File: src/rtl/seg_addr_pkg.sv
package seg_addr_pkg;
  localparam int SEG_W   = 16;
  localparam int OFF_W   = 16;
  localparam int SHIFT   = 4;
  localparam int PA_W    = SEG_W + SHIFT;
  localparam int NSEG    = 4;
  localparam int IDX_W   = $clog2(NSEG);

  typedef enum logic [IDX_W-1:0] {
    SEG_EXTRA = 2'b00,
    SEG_CODE  = 2'b01,
    SEG_STACK = 2'b10,
    SEG_DATA  = 2'b11
  } seg_idx_t;

  typedef enum logic [1:0] {
    ACC_FETCH = 2'b00,
    ACC_STACK = 2'b01,
    ACC_DATA  = 2'b10,
    ACC_DATA2 = 2'b11
  } acc_kind_t;

  // Base shifted up, offset zero-extended, carry past the top bit dropped.
  function automatic logic [PA_W-1:0] phys_addr(input logic [SEG_W-1:0] base,
                                                  input logic [OFF_W-1:0] off);
    logic [PA_W-1:0] shifted;
    logic [PA_W-1:0] ext_off;
    shifted = {base, {SHIFT{1'b0}}};
    ext_off = PA_W'(off);
    return shifted + ext_off;
  endfunction
endpackage

File: src/rtl/seg_bank.sv
module seg_bank
  import seg_addr_pkg::*;
#(
  parameter int              W      = SEG_W,
  parameter logic [SEG_W-1:0] CS_RST = '1
) (
  input  logic                   clk,
  input  logic                   rst,
  input  logic                   ld_en,
  input  logic [IDX_W-1:0]       ld_sel,
  input  logic [W-1:0]           ld_val,
  input  logic                   far_en,
  input  logic [W-1:0]           far_seg,
  output logic [NSEG-1:0][W-1:0] seg_q,
  output logic                   cs_ld_blocked
);
  logic [NSEG-1:0] wr_hit;

  assign cs_ld_blocked = ld_en && (ld_sel == SEG_CODE);

  for (genvar i = 0; i < NSEG; i++) begin : g_seg
    if (i == int'(SEG_CODE)) begin : g_code
      assign wr_hit[i] = far_en;
      always_ff @(posedge clk) begin
        if (rst)          seg_q[i] <= W'(CS_RST);
        else if (far_en)  seg_q[i] <= far_seg;
      end
    end else begin : g_plain
      assign wr_hit[i] = ld_en && (ld_sel == IDX_W'(i));
      always_ff @(posedge clk) begin
        if (rst)            seg_q[i] <= '0;
        else if (wr_hit[i]) seg_q[i] <= ld_val;
      end
    end
  end

  AST_CS_ONLY_FAR: assert property (@(posedge clk) disable iff (rst)
    !far_en |=> $stable(seg_q[SEG_CODE]));
  AST_FAR_CS_LOAD: assert property (@(posedge clk) disable iff (rst)
    far_en |=> seg_q[SEG_CODE] == $past(far_seg));
  AST_ONE_WRITE: assert property (@(posedge clk) disable iff (rst)
    $countones(wr_hit[SEG_DATA:SEG_STACK]) <= 1);
endmodule

File: src/rtl/ip_counter.sv
module ip_counter
  import seg_addr_pkg::*;
#(
  parameter int W = OFF_W
) (
  input  logic         clk,
  input  logic         rst,
  input  logic         fetch_evt,
  input  logic         far_en,
  input  logic [W-1:0] far_off,
  output logic [W-1:0] ip_q
);
  logic step_evt;
  assign step_evt = fetch_evt && !far_en;

  always_ff @(posedge clk) begin
    if (rst)           ip_q <= '0;
    else if (far_en)   ip_q <= far_off;
    else if (step_evt) ip_q <= ip_q + W'(1);
  end

  AST_IP_STEP: assert property (@(posedge clk) disable iff (rst)
    step_evt |=> ip_q == W'($past(ip_q) + W'(1)));
  AST_IP_FAR: assert property (@(posedge clk) disable iff (rst)
    far_en |=> ip_q == $past(far_off));
  AST_IP_IDLE: assert property (@(posedge clk) disable iff (rst)
    (!fetch_evt && !far_en) |=> $stable(ip_q));
endmodule

File: src/rtl/seg_select.sv
module seg_select
  import seg_addr_pkg::*;
(
  input  logic [1:0]       acc_type,
  input  logic             ovr_valid,
  input  logic [IDX_W-1:0] ovr_sel,
  output seg_idx_t         sel_idx,
  output logic             is_fetch
);
  always_comb begin
    is_fetch = 1'b0;
    unique case (acc_kind_t'(acc_type))
      ACC_FETCH: begin
        sel_idx  = SEG_CODE;
        is_fetch = 1'b1;
      end
      ACC_STACK: sel_idx = SEG_STACK;
      default:   sel_idx = ovr_valid ? seg_idx_t'(ovr_sel) : SEG_DATA;
    endcase
  end
endmodule

File: src/rtl/seg_addr_gen.sv
module seg_addr_gen
  import seg_addr_pkg::*;
(
  input  logic        clk,
  input  logic        rst,
  input  logic        acc_valid,
  input  logic [1:0]  acc_type,
  input  logic [15:0] acc_off,
  input  logic        ovr_valid,
  input  logic [1:0]  ovr_sel,
  input  logic        ld_en,
  input  logic [1:0]  ld_sel,
  input  logic [15:0] ld_val,
  input  logic        far_en,
  input  logic [15:0] far_seg,
  input  logic [15:0] far_off,
  output logic        pa_valid,
  output logic [19:0] pa_addr,
  output logic [1:0]  pa_seg
);
  logic [NSEG-1:0][SEG_W-1:0] seg_q;
  logic                       cs_ld_blocked;
  logic [OFF_W-1:0]           ip_q;
  seg_idx_t                   sel_idx;
  logic                       is_fetch;
  logic                       fetch_evt;
  logic [OFF_W-1:0]           eff_off;
  logic [SEG_W-1:0]           base_val;

  seg_select u_sel (
    .acc_type (acc_type),
    .ovr_valid(ovr_valid),
    .ovr_sel  (ovr_sel),
    .sel_idx  (sel_idx),
    .is_fetch (is_fetch)
  );

  assign fetch_evt = acc_valid && is_fetch;

  seg_bank #(.W(SEG_W), .CS_RST('1)) u_bank (
    .clk          (clk),
    .rst          (rst),
    .ld_en        (ld_en),
    .ld_sel       (ld_sel),
    .ld_val       (ld_val),
    .far_en       (far_en),
    .far_seg      (far_seg),
    .seg_q        (seg_q),
    .cs_ld_blocked(cs_ld_blocked)
  );

  ip_counter #(.W(OFF_W)) u_ip (
    .clk      (clk),
    .rst      (rst),
    .fetch_evt(fetch_evt),
    .far_en   (far_en),
    .far_off  (far_off),
    .ip_q     (ip_q)
  );

  assign eff_off  = is_fetch ? ip_q : acc_off;
  assign base_val = seg_q[sel_idx];

  always_ff @(posedge clk) begin
    if (rst) begin
      pa_valid <= 1'b0;
      pa_addr  <= '0;
      pa_seg   <= '0;
    end else begin
      pa_valid <= acc_valid;
      if (acc_valid) begin
        pa_addr <= phys_addr(base_val, eff_off);
        pa_seg  <= sel_idx;
      end
    end
  end

  AST_FETCH_CODE: assert property (@(posedge clk) disable iff (rst)
    (acc_valid && acc_type == 2'b00) |=> pa_seg == SEG_CODE);
  AST_STACK_SS: assert property (@(posedge clk) disable iff (rst)
    (acc_valid && acc_type == 2'b01) |=> pa_seg == SEG_STACK);
  AST_DATA_DEF: assert property (@(posedge clk) disable iff (rst)
    (acc_valid && acc_type[1] && !ovr_valid) |=> pa_seg == SEG_DATA);
  AST_DATA_OVR: assert property (@(posedge clk) disable iff (rst)
    (acc_valid && acc_type[1] && ovr_valid) |=> pa_seg == $past(ovr_sel));
  AST_VALID_LAT: assert property (@(posedge clk) disable iff (rst)
    acc_valid |=> pa_valid);
  AST_IDLE_HOLD: assert property (@(posedge clk) disable iff (rst)
    !acc_valid |=> (!pa_valid && $stable(pa_addr) && $stable(pa_seg)));
  AST_CS_BLOCK: assert property (@(posedge clk) disable iff (rst)
    (cs_ld_blocked && !far_en) |=> $stable(seg_q[SEG_CODE]));
endmodule

File: config.mk
export PLATFORM = sky130hd
export DESIGN_NAME = seg_addr_gen
export DESIGN_NICKNAME = d
export VERILOG_FILES = /design/src/rtl/seg_addr_pkg.sv /design/src/rtl/seg_bank.sv /design/src/rtl/ip_counter.sv /design/src/rtl/seg_select.sv /design/src/rtl/seg_addr_gen.sv
export SDC_FILE = /design/constraint.sdc
export NUM_CORES = 1
export LEC_CHECK = 0
export ABC_AREA = 1
export BUFFER_PORTS_ARGS = -buffer_cell sky130_fd_sc_hd__buf_2
export CORE_MARGIN = 2
export CORE_UTILIZATION = 44
export DETAILED_ROUTE_END_ITERATION = 10
export PLACE_DENSITY = 0.63
export SETUP_SLACK_MARGIN = 0.02
export SYNTH_ARGS = -nofsm -noshare
export SYNTH_HDL_FRONTEND = slang
export SYNTH_SLANG_ARGS = --single-unit
File: constraint.sdc
create_clock -name clk -period 8.3 [get_ports clk]
set_clock_uncertainty 0.15 [all_clocks]
set_input_delay 2.075 -clock clk [delete_from_list [all_inputs] [get_ports clk]]
set_output_delay 2.075 -clock clk [all_outputs]
set_load 0.01 [all_outputs]
=== Yosys cells after proc, flatten, opt, wreduce, memory -nomap -nowiden ===
Index checks and enable logic that the tools add are counted.

* Equality and inequality tests: 3
* $lt $le $gt $ge: 1
* Multiplexer cells: 8
* Reductions and logical operators: 9
* Add/sub/neg operators: 2

{| class="wikitable"
|+ Operators with widths
! kind !! count
|-
| 16-bit 2-to-1 mux || 4
|-
| 16-bit binary-select mux with 2-bit select || 1
|-
| 20-bit by 16-bit adder with 20-bit output || 1
|-
| 16-bit by 1-bit adder with 16-bit output (second input constant) || 1
|-
| 1-bit logical AND || 5
|-
| 2-bit == test (second input constant) || 2
|-
| 2-bit logical NOT || 2
|-
| 2-bit case mux with 2 select lines || 1
|-
| 2-bit by 3-bit less-than comparator with 1-bit output (second input constant) || 1
|-
| 2-bit by 1-bit == test with 1-bit output (second input constant) || 1
|-
| 2-bit 2-to-1 mux || 1
|-
| 2-bit nonzero test || 1
|-
| 1-bit logical NOT || 1
|-
| 1-bit 2-to-1 mux || 1
|}

* Word-level logic and storage cells: 31
* Output and inout bits: 23
* Bits of input ports: 76
* Bits in registers: 103

=== Longest topological paths before layout ===
Gate-level depths: netlist (run 1).

* Depth after elaboration: 6
* Mapped depth: 19
* Depth with buffers taken out: 18

=== Hierarchy ===
A second synthesis (run 1) with hierarchy kept.

* Cell total of the unflattened synthesis: 960
* Area, all modules: 5938.2 um2

{| class="wikitable"
|+ By module, submodules not included
! module !! cells an instance !! area an instance (um2) !! times used
|-
| seg_bank || 382 || 2567.5 || 1
|-
| seg_addr_gen || 411 || 2279.7 || 1
|-
| ip_counter || 155 || 1043.5 || 1
|-
| seg_select || 12 || 47.5 || 1
|}

=== Least setup slack after synthesis (run 1) ===
OpenSTA, ideal clock, no wires.

* Kind: input to register
* From: in ovr_sel[0]
* To: reg pa_addr[18]
* Cell stages on the path: 18
* Path buffers: 2
* Arrival: 4464 ps
* Path slack: 3577 ps
* Cells stage by stage: inv_1 > nand3_2 > nand2_2 > buf_2 > buf_2 > nand2_1 > a31oi_1 > ha_1 > inv_1 > fa_1 > o21ai_0 > nand3_1 > nand3_1 > nand3_1 > a21oi_1 > o21ai_0 > nand2_1 > inv_1

* Word-level cells in the longest chain between the ends: 5

{| class="wikitable"
|+ Ends and longest elaborated chain
! element !! line !! source
|-
| from (decl) || seg_addr_gen.sv:10 || <nowiki>input logic [1:0] ovr_sel,</nowiki>
|-
| 2-bit 2-to-1 mux || seg_select.sv:18 || <nowiki>default: sel_idx = ovr_valid ? seg_idx_t'(ovr_sel) : SEG_DATA;</nowiki>
|-
| 2-bit case mux with 2 select lines || seg_select.sv:12 || <nowiki>unique case (acc_kind_t'(acc_type))</nowiki>
|-
| 16-bit binary-select mux with 2-bit select || seg_addr_gen.sv:62 || <nowiki>assign base_val = seg_q[sel_idx];</nowiki>
|-
| 16-bit 2-to-1 mux (not written as such) || seg_addr_gen.sv:62 ||
|-
| 20-bit by 16-bit adder with 20-bit output || seg_addr_pkg.sv:30 || <nowiki>return shifted + ext_off;</nowiki>
|-
| to (signal assigned) || seg_addr_gen.sv:72 || <nowiki>pa_addr <= phys_addr(base_val, eff_off);</nowiki>
|-
| to (decl) || seg_addr_gen.sv:18 || <nowiki>output logic [19:0] pa_addr,</nowiki>
|}

Every way passes these cells. The select of a mux whose other input is x is not followed.
A chain may end at the register's enable or synchronous reset.

=== Final worst setup path (run 1) ===
* From: in acc_type[1]
* To: reg pa_addr[18]

* Word-level cells in the longest chain between the ends: 5

{| class="wikitable"
|+ Ends and longest elaborated chain
! element !! line !! source
|-
| from (decl) || seg_addr_gen.sv:7 || <nowiki>input logic [1:0] acc_type,</nowiki>
|-
| 2-bit by 1-bit == test with 1-bit output or 2-bit logical NOT (tied branches) || seg_select.sv:12 ||
|-
| 2-bit case mux with 2 select lines || seg_select.sv:12 ||
|-
| 16-bit binary-select mux with 2-bit select || seg_addr_gen.sv:62 ||
|-
| 16-bit 2-to-1 mux (not written as such) || seg_addr_gen.sv:62 ||
|-
| 20-bit by 16-bit adder with 20-bit output * || seg_addr_pkg.sv:30 ||
|}

Mark *: on every way between the ends. The rest lies on a longest branch, timed or not. The select of a mux whose other input is x is not followed.

==> results of run 1 <==
-- final timing paths --
path / slack [ps] / cells after the start / endpoint
min reg2reg: 300 / 2 / u_bank.seg_q[62]$_SDFFE_PP0P_
max: 2970 / 18 / pa_addr[18]$_SDFFE_PP0P_
min: 300 / 2 / u_bank.seg_q[62]$_SDFFE_PP0P_
max reg2reg: 5440 / 15 / pa_addr[18]$_SDFFE_PP0P_
-- final cells by class --
type,instances,area (um2),share of cell area [%]
Multi-Input combinational cell,557,2760,45.5
Sequential cell,103,2060,34.0
Timing Repair Buffer,99,498,8.21
Inverter,79,297,4.89
Clock buffer,9,225,3.71
Tap cell,143,179,2.95
Clock inverter,6,46.3,0.763
-- placed cells by master, fill, tap and decap left out, types with 5 or more instances in the layout --
cell,instances
inv_1,76
nand4_1,5
buf_2,98
o21ai_0,108
a21oi_1,58
o211ai_1,9
a31oi_1,19
nand3_1,53
dfxtp_1,103
clkbuf_16,9
nor2_1,104
xor2_1,11
ha_1,13
nand2_1,150
-- registers in the layout, summed over array words and instances, names as in the netlist --
name	cells
u_ip.ip_q	16
pa_addr	20
pa_seg	2
pa_valid	1
u_bank.seg_q	64
-- per-layer routing --
| layer | global-route usage (%) | up-vias | wire length, um |
|---|---|---|---|
| met2 | 37.4 | 127 | 6540 |
| li1 | - | 2697 | - |
| met3 | 4.57 | 17 | 638 |
| met5 | 0 | - | 0 |
| met4 | 7.07 | 0 | 202 |
| met1 | 31.2 | 2301 | 6990 |
-- worst max-delay path, cell delays in order --
cell	delay [ps]
buf_2	120
inv_1	70
nand2_2	110
nand2_2	430
inv_1	490
nand2_1	90
a31oi_1	220
ha_1	200
inv_1	60
fa_1	420
o21ai_0	420
nand3_1	120
nand3_1	150
nand3_1	90
a21oi_1	120
o21ai_0	110
nand2_1	70
inv_1	40
-- cell families (layout without fill, tap and decap cells) --
group,Yosys count,count (layout)
flops,103,103
xor+xnor,14,14
fa+ha+maj,14,14
buf+inv,118,193
simple gates,327,327
compound gates,202,202
-- through the flow --
stage               std cells  utilization, %  hold WS (ps)  power [uW]  instance area [um2]
finish                    996            52.5           298        1190                 6070
floorplan                 778               -           274         716                 5270
global route              996            52.5           323        1250                 6070
global placement          981            50.1           290         793                 5790
CTS                       996            52.5           299        1200                 6070
detailed placement        981            50.1           289         797                 5790
-- power by group through the flow --
stage	clock (uW)	sequential [uW]	combinational [uW]
final	398	549	238
after global routing	429	553	273
after CTS	410	548	238
after detailed placement	0	559	237
after global placement	0	559	235
after floorplan	0	561	155
==> impl_results.md, run 1 <==
* Status: finished, final reports clean
* Total GRT Usage at between 20% and 30%
* Clock period minus worst slack at 5330 ps
* Multiplexer area fraction after synthesis at 0%
* Largest net degree at the start of global routing at between 70 and 80
* Seq/Total Area, Yosys at between 30 and 40%
* Hold buffer count at CTS at 0
* Internal power at 819 uW
* Post-synthesis adder-cell area fraction at under 10%
* H-tree depth at 3
* I/O pin count at 99
* Final Hold Viols at 0
* Drt total wl at between 10 and 15 mm
* NetSw at around 370 uW
* Post-synth top cells: nand2_1 (150), o21ai_0 (108), nor2_1 (104)
* Req. time, crit path at 8400 ps
* Worst-path clk slew at 70 ps
* Tightest Hold Check Type: reg2reg
* Critical path class: in2reg
* Pwr dens at 195 nW/um2
* Clock sinks at ~100
* Root Buffer: clkbuf_16
* Synthesis Warnings at 0
* Gp weighted congestion at between 0.8 and 0.9
* Clock buffer depth at 2
* Leak Pwr at 0.00283 uW
* Total grt overflow at 0
* Main flop type after synthesis: dfxtp_1
* Core Box Area at between 10000 and 15000 um2
* Worst R2R Start: u_bank.seg_q[48]$_SDFFE_PP0P_
* Initial drt markers at between 300 and 400
* CP Max Fanout at 45
* Final nets at roughly 940
* CP startpoint kind: input port
* Antenna violations before repair at 0
* Yosys top cell by area: dfxtp_1
* Die X at 113 um
* Post-route setup slack at ~3000 ps
* Max Slew Vio Count at 0
* Total negative setup slack at 0 ps
* Row count at 39
* Synth Instances at a little under 800
* Synth Net Count at between 800 and 900
* Place WS at around 2600 ps
* Async S/R FF share, synth at 0%
* Switching fraction of total power at between 30% and 40%
* Headroom to the max-slew limit at between 20 and 30%
* DIE HEIGHT at 113 um
* Antenna diodes at 0
* Combinational Power Share at around a fifth
* First-pass GRT wire length at 23.6 mm
* Antenna viol nets, final at 0
* Yosys reg bits at a little over 100
* P&R area growth vs syn at 15.1%
* Reg power frac at between 40% and 50%
* Post-Syn Area per Cell at about 6.8 um2
* Simple-gate share of the synthesized area at 25.9%
* Clock group share of total power at approximately 34%
* Distinct cell type count after synthesis at 32
* MaxCap Viol Count at 0
* Worst setup path start: acc_type[1]
* Hold path startpoint: u_bank.seg_q[62]$_SDFFE_PP0P_
* Crit share post-route at 64.2%
* Proportion of layout cells with a drive suffix above 1 at roughly 15%
* Latest clock arrival within the worst-skew pair at between 300 and 400 ps
* Vias in the first global route at a little under 5000
* Detailed placement HPWL at around 11 mm
* Crit end category: flop
* CTS buffer count at 9
* Port bufs at 98
* Post-CTS sizing at 0
* Worst EP arrival at between 5000 and 6000 ps
* Number of flops mapped to enable cells by yosys at 0
* Compound-Gate Fraction of Synth Area at 20.7%
* RSZ-0062 raised after global routing: false
* Fillers at approximately 1200
* Routed vias at ~5100
* TritonCTS clock tree: yes
* Vias/cell at 5.16
* Fmax at between 0.15 and 0.2 GHz
* DRT Pass-1 Iters at 5
* XOR/XNOR share of the synthesized area at around 2.3%
* Largest family of logic cells by synthesized area: simple AND/OR/NAND/NOR gates
* Cell with the most instances after synthesis: nand2_1
* # DRC at 0
* Synth top area cells: dfxtp_1 (39%), nand2_1 (11%), o21ai_0 (10%), nor2_1 (7.4%), a21oi_1 (5.5%)
* Initial Util at approximately 46%
* Drt wl/cell at around 14 um
* Die ar. at 12900 um2
* Syn Std Cell Area at roughly 5300 um2
* Setup bufs post-CTS at 0
* Peak supply drop at between 0.1 and 0.15 mV
* Post-synth top area share at 39.1%
* Least-Margin Pin Slew at between 1000 and 1500 ps
* Final setup vio count at 0
Power figures use the tool's default switching activity.
==> run 2: changes to the inputs <==
Clock period 8.3 ns to 4.95 ns, I/O delays scaled along.
==> run 2 against run 1 <==
Against the previous run: global-route usage up 0.44 points; worst setup slack worse by 2100 ps; utilization up 0.62 points; register-to-register slack worse by 3300 ps; sequential cell count unchanged; critical path type unchanged.
==> impl_results.md, run 2 (same netlist as run 1, synthesis figures left out) <==
* CP startpoint kind: input port (unchanged)
* Top Registers: u_bank.seg_q x64, pa_addr x20, u_ip.ip_q x16 (unchanged)
* Place WS at 513 ps (was 2610 ps)
* Total grt overflow at 0 (unchanged)
* Vias/cell at 5.24 (was 5.16)
* First-pass GRT wire length at 24.0 mm (was 23.6 mm)
* End point of the critical path: pa_addr[18]$_SDFFE_PP0P_ (unchanged)
* # DRC at 0 (unchanged)
* Post-CTS sizing at 0 (unchanged)
* Core Box Area at 11600 um2 (unchanged)
* Final Hold Viols at 0 (unchanged)
* Max Slew Vio Count at 0 (unchanged)
* Crit-path slowest cell: fa_1 (was inv_1)
* Worst setup path start: acc_type[1] (unchanged)
* Total negative setup slack at 0 ps (unchanged)
* Final nets at 943 (was 939)
* Crit share post-route at slightly above 80%
* Final setup vio count at 0 (unchanged)
* Worst EP arrival at 4190 ps (was 5430 ps)
* Most frequent cells in the layout: nand2_1 (150), o21ai_0 (108), nor2_1 (104) (unchanged)
* Antenna violations before repair at 0 (unchanged)
* Drt total wl at 14.5 mm (was 14.4 mm)
* NetSw at 636 uW (was 366 uW)
* Leak Pwr at 0.00286 uW (was 0.00283 uW)
* Port bufs at 98 (unchanged)
* Headroom to the max-slew limit at 39.3% (was 30.0%)
* Clock group share of total power at 36.2% (was 33.6%)
* Largest Register: u_bank.seg_q (unchanged)
* Fmax at 0.246 GHz
* Worst-path clk slew at 70 ps (about the same)
* Vias in the first global route at 4830 (was 4805)
* Critical path depth at 18 (unchanged)
* Routed vias at 5248 (was 5142)
* Clock period minus worst slack at a little over 4000 ps
* Critical path class: in2reg (unchanged)
* Root Buffer: clkbuf_16 (unchanged)
* Setup bufs post-CTS at 0 (unchanged)
* Fillers at 1169 (was 1206)
* Reg2reg path depth at 15 (unchanged)
* Die ar. at 12900 um2 (unchanged)
* H-tree depth at 3 (unchanged)
* Combinational Power Share at 19.4% (was 20.1%)
* P&R area growth vs syn at 16.4% (was 15.1%)
* Reg power frac at 44.4% (was 46.3%)
* Drt wl/cell at 14.5 um (was 14.4 um)
* Initial Util at 45.6% (unchanged)
* Crit end category: flop (unchanged)
* Proportion of layout cells with a drive suffix above 1 at 15.5% (was 15.0%)
* Initial drt markers at 339 (was 356)
* CP max stage delay at 410 ps (was 490 ps)
* Peak supply drop at 0.261 mV (was 0.136 mV)
* Detailed placement HPWL at 11.0 mm (was 10.7 mm)
* Crit-path most repeated cell: inv_1 (unchanged)
* DRT Pass-1 Iters at 4 (was 5)
* Antenna viol nets, final at 0 (unchanged)
* CTS buffer count at 9 (unchanged)
* Total GRT Usage at 23.5% (was 23.1%)
* Internal power at 1440 uW (was 819 uW)
* Hold buffer count at CTS at 0 (unchanged)
* Clock sinks at 103 (unchanged)
* Die X at 113 um (unchanged)
* Commonest non-fill, non-tap cell in the layout: nand2_1 (unchanged)
* MaxCap Viol Count at 0 (unchanged)
* TritonCTS clock tree: yes (unchanged)
* CP cell instances: buf_2, inv_1, nand2_2, nand2_2, inv_1, nand2_1, a31oi_1, ha_1, inv_1, fa_1, o21ai_0, nand3_1, nand3_1, nand3_1, a21oi_1, o21ai_0, nand2_1, inv_1 (unchanged)
* DIE HEIGHT at 113 um (unchanged)
* Pwr dens at 338 nW/um2 (was 195 nW/um2)
* Hold path depth at 2 (unchanged)
* Gp weighted congestion at 0.881 (was 0.819)
* Req. time, crit path at 5070 ps (was 8400 ps)
* I/O pin count at 99 (unchanged)
* R2r setup slk at 2160 ps (was 5440 ps)
* Critical path's top delay family: compound AO/OA/AOI/OAI gates (was simple AND/OR/NAND/NOR gates)
* WP buf/inv at 5 (unchanged)
* Clock buffer depth at 2 (unchanged)
* Tightest Hold Check Type: reg2reg (unchanged)
* Status: finished, final reports clean (unchanged)
* Post-route setup slack at 879 ps (was 2970 ps)
* Least-Margin Pin Slew at 909 ps (was 1050 ps)
* Antenna diodes at 0 (unchanged)
* Reg2reg end: pa_addr[18]$_SDFFE_PP0P_ (unchanged)
* Latest clock arrival within the worst-skew pair at 360 ps (was 350 ps)
* Switching fraction of total power at 30.7% (was 30.9%)
* Row count at 39 (unchanged)
* Largest net degree at the start of global routing at 67 (was 76)
* RSZ-0062 raised after global routing: false (unchanged)
* Worst R2R Start: u_bank.seg_q[48]$_SDFFE_PP0P_ (unchanged)
* CP Max Fanout at 18 (was 45)
* Max reg flops at 64 (unchanged)
-- run 2: layer usage --
metal	GRT usage (%)	share of wire, %	vias up
met5	0	0	-
met3	4.30	4.0	16
li1	-	-	2713
met4	7.07	1.7	0
met2	38.8	46	120
met1	31.5	48	2399
-- run 2: worst register-to-register path: stages, from the launching register on --
cell and delay, ps:
dfxtp_1 310, inv_1 50, o21ai_0 160, a21oi_1 60
a31oi_1 210, ha_1 210, inv_1 60, fa_1 410
o21ai_0 400, nand3_1 120, nand3_1 140, nand3_1 90
a21oi_1 120, o21ai_0 100, nand2_1 60, inv_1 30
-- run 2: metrics by stage --
step / cells / utilization, % / area (um2) / total power [uW] / hold slack, ps
after floorplan: 778 / - / 5270 / 1200 / 274
after global placement: 985 / 50.4 / 5820 / 1340 / 284
after detailed placement: 985 / 50.4 / 5820 / 1340 / 291
after CTS: 1001 / 53.1 / 6140 / 2090 / 302
after global routing: 1001 / 53.1 / 6140 / 2190 / 312
final: 1001 / 53.1 / 6140 / 2070 / 299
-- run 2: power by group through the flow --
stage	clock network [uW]	registers (uW)	logic (uW)
floorplan	0	940	261
global placement	0	939	397
detailed placement	0	939	401
CTS	768	921	403
global route	802	926	458
finish	749	921	402
-- run 2: area by class of cell --
class / count / area (um2) / share of cell area [%]
well taps: 143 / 179 / 2.92
clock buffers: 9 / 225 / 3.67
repair buffers: 103 / 528 / 8.60
flip-flops and latches: 103 / 2060 / 33.6
inverters: 79 / 297 / 4.83
multi-input cells: 557 / 2760 / 45.0
clock inverters: 7 / 87.6 / 1.43
-- run 2: worst min-delay path by stage --
stage,from,slack (ps),endpoint
2_1_floorplan,u_bank.seg_q[17]$_SDFFE_PP1P_,270,u_bank.seg_q[17]$_SDFFE_PP1P_
3_3_place_gp,u_bank.seg_q[53]$_SDFFE_PP0P_,280,u_bank.seg_q[53]$_SDFFE_PP0P_
3_5_place_dp,u_bank.seg_q[55]$_SDFFE_PP0P_,290,u_bank.seg_q[55]$_SDFFE_PP0P_
4_1_cts,u_bank.seg_q[55]$_SDFFE_PP0P_,300,u_bank.seg_q[55]$_SDFFE_PP0P_
5_1_grt,u_bank.seg_q[55]$_SDFFE_PP0P_,310,u_bank.seg_q[55]$_SDFFE_PP0P_
6_report,u_bank.seg_q[59]$_SDFFE_PP0P_,300,u_bank.seg_q[59]$_SDFFE_PP0P_
